File: src/rtl/pwrup_cap_pkg.sv
package pwrup_cap_pkg;
  localparam int BYTE_W = 8;

  function automatic int disp_width(input int w);
    return (w > BYTE_W) ? BYTE_W : w;
  endfunction

  function automatic int byte_count(input int w);
    return (w > BYTE_W) ? (w / BYTE_W) : 1;
  endfunction
endpackage

File: src/rtl/cap_window.sv
module cap_window #(
  parameter int SAMPLES = 4,
  localparam int IDXW = (SAMPLES > 1) ? $clog2(SAMPLES) : 1
) (
  input  logic            clk,
  input  logic            rst_n,
  output logic            cap_en,
  output logic [IDXW-1:0] idx
);
  localparam logic [IDXW-1:0] LAST = IDXW'(SAMPLES - 1);

  logic [IDXW-1:0] idx_nxt;

  generate
    if (SAMPLES == 2) begin : g_toggle
      assign idx_nxt = ~idx;
    end else begin : g_count
      assign idx_nxt = idx + IDXW'(1);
    end
  endgenerate

  always_ff @(posedge clk or negedge rst_n) begin
    if (!rst_n) begin
      cap_en <= 1'b1;
      idx    <= '0;
    end else if (cap_en) begin
      idx <= idx_nxt;
      if (idx == LAST) cap_en <= 1'b0;
    end
  end

  // the window shuts right after the last capture cycle
  assert_window_close_R3: assert property (@(posedge clk) disable iff (!rst_n)
    (cap_en && idx == LAST) |=> !cap_en);
  // only a reset reopens the window
  assert_no_reopen_R4: assert property (@(posedge clk) disable iff (!rst_n)
    !cap_en |=> !cap_en);
  // index frozen while closed
  assert_idx_frozen_R9: assert property (@(posedge clk) disable iff (!rst_n)
    !cap_en |=> $stable(idx));
endmodule

File: src/rtl/sample_bank.sv
module sample_bank #(
  parameter int SAMPLES = 4,
  parameter int WIDTH   = 16,
  localparam int IDXW = (SAMPLES > 1) ? $clog2(SAMPLES) : 1
) (
  input  logic                          clk,
  input  logic                          rst_n,
  input  logic                          cap_en,
  input  logic [IDXW-1:0]               idx,
  input  logic [WIDTH-1:0]              din,
  output logic [SAMPLES-1:0][WIDTH-1:0] bank
);
  generate
    for (genvar i = 0; i < SAMPLES; i++) begin : g_slot
      logic load;
      assign load = cap_en && (idx == IDXW'(i));

      always_ff @(posedge clk or negedge rst_n) begin
        if (!rst_n)    bank[i] <= '0;
        else if (load) bank[i] <= din;
      end

      // slot i takes the bus in its own cycle
      assert_slot_load_R2: assert property (@(posedge clk) disable iff (!rst_n)
        (cap_en && idx == IDXW'(i)) |=> bank[i] == $past(din));
      // contents kept after window closes
      assert_slot_hold_R3: assert property (@(posedge clk) disable iff (!rst_n)
        !cap_en |=> $stable(bank[i]));
    end
  endgenerate
endmodule

File: src/rtl/view_mux.sv
module view_mux
  import pwrup_cap_pkg::*;
#(
  parameter int SAMPLES = 4,
  parameter int WIDTH   = 16,
  parameter int SEL_W   = 3,
  parameter int BSEL_W  = 1,
  localparam int IDXW   = (SAMPLES > 1) ? $clog2(SAMPLES) : 1,
  localparam int DISP_W = disp_width(WIDTH)
) (
  input  logic [SAMPLES-1:0][WIDTH-1:0] bank,
  input  logic [SEL_W-1:0]              samp_sel,
  input  logic [BSEL_W-1:0]             byte_sel,
  output logic [DISP_W-1:0]             disp,
  output logic                          sel0_shown
);
  logic [IDXW-1:0]  pick;
  logic [WIDTH-1:0] word;

  assign pick       = samp_sel[IDXW-1:0];
  assign word       = bank[pick];
  assign sel0_shown = (pick == '0);

  generate
    if (SEL_W > IDXW) begin : g_sel_hi
      logic unused_sel_hi;
      assign unused_sel_hi = ^samp_sel[SEL_W-1:IDXW];
    end
    if (WIDTH > BYTE_W) begin : g_bytes
      assign disp = word[byte_sel*BYTE_W +: BYTE_W];
    end else begin : g_whole
      logic unused_bsel;
      assign unused_bsel = ^byte_sel;
      assign disp        = word;
    end
  endgenerate
endmodule

File: src/rtl/pwrup_capture.sv
module pwrup_capture
  import pwrup_cap_pkg::*;
#(
  parameter int SAMPLES = 4,
  parameter int WIDTH   = 16,
  parameter int SEL_W   = 3,
  localparam int BYTES  = byte_count(WIDTH),
  localparam int BSEL_W = (BYTES > 1) ? $clog2(BYTES) : 1,
  localparam int DISP_W = disp_width(WIDTH),
  localparam int IDXW   = (SAMPLES > 1) ? $clog2(SAMPLES) : 1
) (
  input  logic              clk,
  input  logic              rst_n,
  input  logic [WIDTH-1:0]  din,
  input  logic [SEL_W-1:0]  samp_sel,
  input  logic [BSEL_W-1:0] byte_sel,
  output logic [DISP_W-1:0] disp,
  output logic              sel0_shown
);
  logic                          cap_en;
  logic [IDXW-1:0]               idx;
  logic [SAMPLES-1:0][WIDTH-1:0] bank;

  cap_window #(.SAMPLES(SAMPLES)) u_win (
    .clk(clk), .rst_n(rst_n), .cap_en(cap_en), .idx(idx)
  );

  sample_bank #(.SAMPLES(SAMPLES), .WIDTH(WIDTH)) u_bank (
    .clk(clk), .rst_n(rst_n), .cap_en(cap_en), .idx(idx), .din(din), .bank(bank)
  );

  view_mux #(.SAMPLES(SAMPLES), .WIDTH(WIDTH), .SEL_W(SEL_W), .BSEL_W(BSEL_W)) u_view (
    .bank(bank), .samp_sel(samp_sel), .byte_sel(byte_sel),
    .disp(disp), .sel0_shown(sel0_shown)
  );

  generate
    if (WIDTH > BYTE_W) begin : g_chk_b
      // indicator high means byte of sample 0 is on display
      assert_sel0_view_R8: assert property (@(posedge clk) disable iff (!rst_n)
        sel0_shown |-> disp == bank[0][byte_sel*BYTE_W +: BYTE_W]);
    end else begin : g_chk_w
      assert_sel0_view_R8: assert property (@(posedge clk) disable iff (!rst_n)
        sel0_shown |-> disp == bank[0]);
    end
  endgenerate
endmodule

File: config.mk
export PLATFORM = sky130hd
export DESIGN_NAME = pwrup_capture
export DESIGN_NICKNAME = d
export VERILOG_FILES = /design/src/rtl/pwrup_cap_pkg.sv /design/src/rtl/cap_window.sv /design/src/rtl/sample_bank.sv /design/src/rtl/view_mux.sv /design/src/rtl/pwrup_capture.sv
export SDC_FILE = /design/constraint.sdc
export NUM_CORES = 1
export LEC_CHECK = 0
export BUFFER_PORTS_ARGS = -buffer_cell sky130_fd_sc_hd__buf_2
export CORE_MARGIN = 1
export CORE_UTILIZATION = 47
export DETAILED_ROUTE_END_ITERATION = 10
export PLACE_DENSITY_LB_ADDON = 0.25
export SLEW_MARGIN = 20
export SYNTH_ARGS = -nofsm -noshare
export SYNTH_HDL_FRONTEND = slang
export SYNTH_SLANG_ARGS = --single-unit
File: constraint.sdc
create_clock -name clk -period 5 [get_ports clk]
set_clock_uncertainty 0.1 [all_clocks]
set_input_delay 0 -clock clk [delete_from_list [all_inputs] [get_ports clk]]
set_output_delay 0 -clock clk [all_outputs]
set_load 0.005 [all_outputs]
Word level (Yosys, flattened, before mapping)
Cells that the tools add are included.
{ "op_classes": {"add_sub_neg": 1, "n_reduce_logical": 6, "eq_ne": 3, "div_mod_pow": 0, "shifts": 1, "mul": 0, "n_lt_le_gt_ge": 1, "mux": 4, "n_bitwise": 0} }
{ "ops": {"columns": ["op", "n"], "rows": [
  ["$bmux 16 s2", 1],
  ["$mux 16", 1],
  ["$shiftx 16x5->8", 1],
  ["$eq 2x2->1 const B", 2],
  ["$logic_and 1x1->1", 4],
  ["$logic_not 2->1", 2],
  ["$lt 2x3->1 const B", 1],
  ["$add 2x1->2 const B", 1],
  ["$eq 2x1->1 const B", 1],
  ["$mux 1", 2]
]} }
{ "totals": {"input_bits": 22, "reg_bits": 67, "latchBits": 0, "ramBits": 0, "wordCells": 22, "memories": 0, "romBits": 0, "out_inout_bits": 9} }

Logic depth before layout (Yosys ltp)
Gate-level depths: netlist (run 1).
{ "depth": {"word_depth": 3, "depth_mapped": 5, "ltp_nobuf": 4} }

Hierarchy
Synthesis (run 1) repeated with hierarchy kept, for this count alone.
{ "hier_totals": {"hier_cells": 173, "area_unflattened_um2": 3088.0} }
{ "modules_own_cells": {"columns": ["mod", "area_per_inst_um2", "cells_per_inst", "seq_area_each_um2", "instances"], "rows": [
  ["sample_bank", 2411.1, 136, 1601.5, 1],
  ["view_mux", 558.0, 30, 0.0, 1],
  ["cap_window", 118.9, 7, 76.3, 1]
]} }

Least setup slack after synthesis (run 1)
Ideal clock, no wire load.
{ "synth_path": {"path_type": "reg-to-reg", "from": "register u_win.idx[0]", "to": "register u_bank.bank[10] (netlist bit)", "slack_ns": 3.389, "required_time_ns": 4.775, "t_arrival_ns": 1.387, "path_buffers": 1, "setup_ns": 0.125, "synth_period_minus_slack_ns": 1.611, "path_stages_with_launch": 6, "path_cell_list": "dfrtp_1 inv_1 ha_1 nand2_1 buf_2 mux2_2"} }
{ "synth_via": {"elab_chain_cells": 2} }
{ "synth_rtl": {"columns": ["item", "line", "source"], "rows": [
  ["start: declaration", "cap_window.sv:8", "output logic [IDXW-1:0] idx"],
  ["start signal: assignment", "cap_window.sv:27", "idx <= idx_nxt;"],
  ["$logic_not 2->1", "sample_bank.sv:16", "assign load = cap_en && (idx == IDXW'(i));"],
  ["$logic_and 1x1->1", "sample_bank.sv:16", null],
  ["end signal: indexed assignment", "sample_bank.sv:20", "else if (load) bank[i] <= din;"],
  ["end: declaration", "sample_bank.sv:11", "output logic [SAMPLES-1:0][WIDTH-1:0] bank"]
]} }
Every way passes these cells.
A chain may end at the register's enable or synchronous reset.

Worst setup path in the final report (run 1)
{ "layout_path": {"from": "register u_win.idx[0]", "to": "register u_bank.bank[39] (netlist bit)"} }
{ "layout_via": {"elab_chain_cells": 2} }
{ "layout_rtl": {"columns": ["item", "line"], "rows": [
  ["$eq 2x2->1", "sample_bank.sv:16"],
  ["$logic_and 1x1->1", "sample_bank.sv:16"]
]} }
Every way passes these cells.

==> impl_metrics.toml, run 1 <==
[setup_path]
critPathTopFamily = "simple AND/OR/NAND/NOR gates"
worstSetupEndpointType = "flop"
critical-path-slowest-cell = "nand2_1"
start_kind = "flop"
critical_path_class = "flop to flop"
rr_startpoint = "u_win.idx[0]$_DFFE_PN0P_"
cp_max_fo = 16
rr_endpoint = "u_bank.bank[39]$_DFFE_PN0P_"
crit_arrival_ps = 2100
path_buf_inv = 1
r2r_cells = 4
path_cells = "inv_1 > ha_1 > nand2_1 > mux2_2"
cpPeakStageDelay_ps = 630
rrSetupSlack_ps = 3020
worst_ep_required_time_ps = 5120

[placement]
globalplace.congestion = 0.672
placed_area_um2 = 3260
hpwlAfterDp_um = 3850
preCtsSetupSlack_ps = 3020
portBuffers = 29
dp.cells = 277

[finish]
final_area_um2 = 3630
final_cells = 310
syn_to_final_growth_pct = 18.0
fin_util_pct = 57.2
n_antenna_cell = 0
drive_gt1_share_pct = 48.9
nNetsFinal = 254

[logic_synthesis]
synth_top_area_share_pct = 53.7
async_reset_ff_share_pct = 100
ys_warn_count = 0
yosysTopAreaCell = "dfrtp_1"
synth_commonest_cells = "72 x mux2_2, 66 x dfrtp_1, 16 x mux4_1"
synth.net_count = 206
netlist_top_cells_area = "dfrtp_1 54%, mux2_2 26%, mux4_1 14%"
post-synth-top-count-cell = "mux2_2"
ys.flop_type = "dfrtp_1"
ys_ff_latch = 67
syn-cell-area_um2 = 3080
synth_edf_count = 0
yosysSeqAreaShare_pct = 54.5
synth_cell_types = 15
syn_inst = 180
avgSynthCellArea_um2 = 17.1

[route]
wl_per_cell_um = 19.2
drt_iter0_drc = 66
routed_wl_um = 5960
drc = 0
viasPerCell = 5.58
vias = 1731
ant_nets = 0
first_pass_iters = 4

[sta]
layout_setup_ws_ps = 3020
rsz0062_at_grt = "false"
hold_viol_final = 0
whs_ps = 299
timing.final.crit_period_ps = 1980
slew-limit-headroom_pct = 42.9
setup_tns_ps = 0
fmax_ghz = 0.506
setup_viol = 0
post-route-period-util_pct = 39.5
worstMarginPinSlew_ps = 854
drv_slew = 0

[clock_network]
clock_latency_ps = 340
cts_resized = 0
h-tree-depth = 3
cts_buffers = 9
post_cts_buffers = 0
clkSinkCount = 67
clkTransAtPathRegs_ps = 70
cts_tree = "yes"
clk_path_buf_depth = 2
cts-root-buf = "clkbuf_8"

[grt]
grt_pass1_vias = 1908
grt_overflow = 0
grt_usage_pct = 18.8
antenna_found_initial = 0
grt_max_degree = 68
grt_pass1_wl_um = 9730

[die]
rows = 29
core-area_um2 = 6350
die_area_um2 = 6880
die-width_um = 82.9
die_y_um = 82.9
ioPinCount = 31
start_util_pct = 48.5

[pwr]
power_density_nw_per_um2 = 320
p_leak_nw = 1.60
vdd_ir_drop_max_mv = 0.169
p_total_mw = 1.16

[job]
maxCapViolCount = 0

[worst_hold_path]
worstHoldPathType = "input pin to async pin"

[status]
outcome = "finished clean"
==> report_power, final <==
part | total (mW) | internal (mW) | switching (mW)
combinational | 0.107 | 0.0643 | 0.0423
clock | 0.475 | 0.282 | 0.193
sequential | 0.582 | 0.568 | 0.0136
==> how the worst max path moves through the flow <==
| stage | cells after the start | slack (ps) | endpoint | start |
|---|---|---|---|---|
| 6_report | 4 | 3020 | u_bank.bank[39]$_DFFE_PN0P_ | u_win.idx[0]$_DFFE_PN0P_ |
| 5_1_grt | 4 | 2980 | u_bank.bank[44]$_DFFE_PN0P_ | u_win.idx[0]$_DFFE_PN0P_ |
| 4_1_cts | 4 | 3020 | u_bank.bank[39]$_DFFE_PN0P_ | u_win.idx[0]$_DFFE_PN0P_ |
| 3_5_place_dp | 4 | 3020 | u_bank.bank[39]$_DFFE_PN0P_ | u_win.idx[0]$_DFFE_PN0P_ |
| 3_3_place_gp | 4 | 3090 | u_bank.bank[32]$_DFFE_PN0P_ | u_win.idx[0]$_DFFE_PN0P_ |
| 2_1_floorplan | 5 | 3390 | u_bank.bank[10]$_DFFE_PN0P_ | u_win.idx[0]$_DFFE_PN0P_ |
==> flip-flops by register name (all words and copies together), names as in the netlist <==
name and cells:
u_bank.bank 64, u_win.idx 2, u_win.cap_en 1
==> worst register-to-register path, cell delays in order (launching register included) <==
cell	delay [ps]
dfrtp_1	410
inv_1	90
ha_1	200
nand2_1	630
mux2_2	430
==> repair_timing <==
action                                  in CTS  in global routing
endpoints found under the hold margin      130                  0
hold buffers                                17                  0
endpoints found under the setup margin       0                  0
==> cell usage in the layout, fill, tap and decap left out, drive strengths merged <==
cell,instances
clkbuf,14
o21ai,1
nor2,1
xor2,1
dfrtp,66
dfstp,1
nor2b,1
ha,4
inv,2
mux2,72
nand2,5
mux4,16
dlygate4sd3,17
buf,30
bufinv,2
==> layer usage <==
metal / vias up / global-route usage, % / routed length [um]
met3: 11 / 3.88 / 165
met4: 0 / 9.56 / 116
met5: - / 0 / 0
li1: 781 / - / -
met1: 916 / 21.4 / 2490
met2: 23 / 33.2 / 3180
==> layout make-up <==
type                    instances  area (um^2)
clock buffers                  14          143
clock inverters                 2         60.1
fillers                       488         2720
inverters                       2         7.51
multi-input cells             101         1320
flip-flops and latches         67         1680
well taps                      77         96.3
repair buffers                 47          323
==> cells by family (layout without fill, tap and decap cells) <==
kind of cell	count (synthesis)	count (layout)	share of synthesized area [%]
AOI/OAI and AO/OA	1	1	0.162
adders and majority gates	4	4	1.63
buffers and inverters	12	65	2.48
DFF	67	67	54.5
muxes	88	88	40.0
xor gates and xnor gates	1	1	0.285
and+or+nand+nor	7	7	0.935
(Power assumes the default switching activity.)
==> run 2: changes to the inputs <==
Clock period 5 ns to 1.86 ns, I/O delays scaled along.
==> impl_metrics.toml, run 2 (synthesis gave the netlist of run 1 again) <==
[clock_network]
h-tree-depth = 3
cts_tree = "yes"
post_cts_buffers = 0
clk_path_buf_depth = 2
clock_latency_ps = 330
clkTransAtPathRegs_ps = 80
cts_buffers = 9
clkSinkCount = 67
cts-root-buf = "clkbuf_8"

[setup_path]
crit_arrival_ps = 1640
path_cells = "mux4_1 > mux2_2 > buf_2"
cp_max_fo = 2
cpPeakStageDelay_ps = 500
start_kind = "flop"
path_buf_inv = 1
critPathTopFamily = "multiplexers"
rrSetupSlack_ps = 310
worst_ep_required_time_ps = 1760
worstSetupEndpointType = "primary output"
critical-path-slowest-cell = "mux4_1"
critical_path_class = "flop to primary output"

[finish]
final_area_um2 = 3720
n_antenna_cell = 0
nNetsFinal = 258
layout_common_cells = "72 x mux2_2, 66 x dfrtp_1, 29 x buf_2, 17 x dlygate4sd3_1, 16 x mux4_1"
mostFrequentLayoutCell = "mux2_2"
syn_to_final_growth_pct = 21.0
final_cells = 314
drive_gt1_share_pct = 51.9
top_register = "u_bank.bank"
fin_util_pct = 58.6
largest_reg_flops = 64
reg_top3 = "u_bank.bank: 64 flops, u_win.idx: 2 flops, u_win.cap_en: 1 flops"

[grt]
globalRouteMet3Util_pct = 3.88
grt_max_degree = 40
antenna_found_initial = 0
busiest_layer = "met2"
grt_overflow = 0
grt_pass1_wl_um = 10200
use_met2_pct = 32.9
grt_pass1_vias = 2044
grt_usage_pct = 19.2
use_met1_pct = 24.4

[route]
wl_per_cell_um = 19.0
first_pass_iters = 3
drt_iter0_drc = 48
vias = 1706
viasPerCell = 5.43
ant_nets = 0
drc = 0
routed_wl_um = 5950

[sta]
setup_tns_ps = 0
slew-limit-headroom_pct = 55.5
timing.final.crit_period_ps = 1740
hold_viol_final = 0
post-route-period-util_pct = 93.7
drv_slew = 0
whs_ps = 139
layout_setup_ws_ps = 116
fmax_ghz = 0.574
rsz0062_at_grt = "false"
setup_viol = 0
worstMarginPinSlew_ps = 668

[die]
rows = 29
die_area_um2 = 6880
ioPinCount = 31
start_util_pct = 48.5
die-width_um = 82.9
die_y_um = 82.9
core-area_um2 = 6350

[pwr]
sw_frac_of_total_pct = 23.4
power_frac_comb_pct = 9.4
internal-power_mw = 2.36
p_seq_share_pct = 50.8
vdd_ir_drop_max_mv = 0.628
power_density_nw_per_um2 = 827
p_switching_uw = 720
p_leak_nw = 1.65
p_total_mw = 3.08
clkPwrFrac_pct = 39.8

[job]
maxCapViolCount = 0

[placement]
portBuffers = 29
globalplace.congestion = 0.671
dp.cells = 281
preCtsSetupSlack_ps = 312
placed_area_um2 = 3350
hpwlAfterDp_um = 3910

[worst_hold_path]
worstHoldPathType = "input pin to async pin"

[status]
outcome = "finished clean"
-- run 2: changes by cell type in the layout (fill, tap and decap cells not counted), sizes merged --
cell,delta
bufinv,-1
clkinvlp,+1
buf,+4
clkbuf,-4
clkinv,+4
-- run 2: timing repair --
item                                   CTS  global route
endpoints found under the hold margin   91             0
hold buffers                            17             0
resized for setup                        0             0
-- run 2: power groups by stage --
stage | Clock [mW] | Sequential (mW) | Combinational [mW]
floorplan | 0 | 1.57 | 0.165
global placement | 0 | 1.58 | 0.249
detailed placement | 0 | 1.59 | 0.268
CTS | 1.25 | 1.56 | 0.297
global route | 1.31 | 1.57 | 0.319
finish | 1.23 | 1.56 | 0.290
-- run 2: cell type report --
type,count,area (um^2)
Clock buffer,10,138
Clock inverter,6,65.1
Fill cell,491,2630
Inverter,2,7.51
Multi-Input combinational cell,101,1320
Sequential cell,67,1680
Tap cell,77,96.3
Timing Repair Buffer,51,415
-- run 2: final timing paths --
check / from / endpoint / cells after the start
hold reg to reg: u_bank.bank[18]$_DFFE_PN0P_ / u_bank.bank[18]$_DFFE_PN0P_ / 1
max in group asynchronous: rst_n / u_bank.bank[33]$_DFFE_PN0P_ / 3
setup reg to reg: u_win.idx[0]$_DFFE_PN0P_ / u_bank.bank[6]$_DFFE_PN0P_ / 5
hold / removal: rst_n / u_bank.bank[21]$_DFFE_PN0P_ / 2
min in group clk: samp_sel[1] / sel0_shown / 3
setup / recovery: u_bank.bank[17]$_DFFE_PN0P_ / disp[1] / 3
-- run 2: per-layer routing --
metal	up-vias	share of wire, %	routed length, um
met4	0	1.5	88
met3	9	2.1	126
li1	789	-	-
met5	-	0	0
met2	18	53	3160
met1	890	43	2570
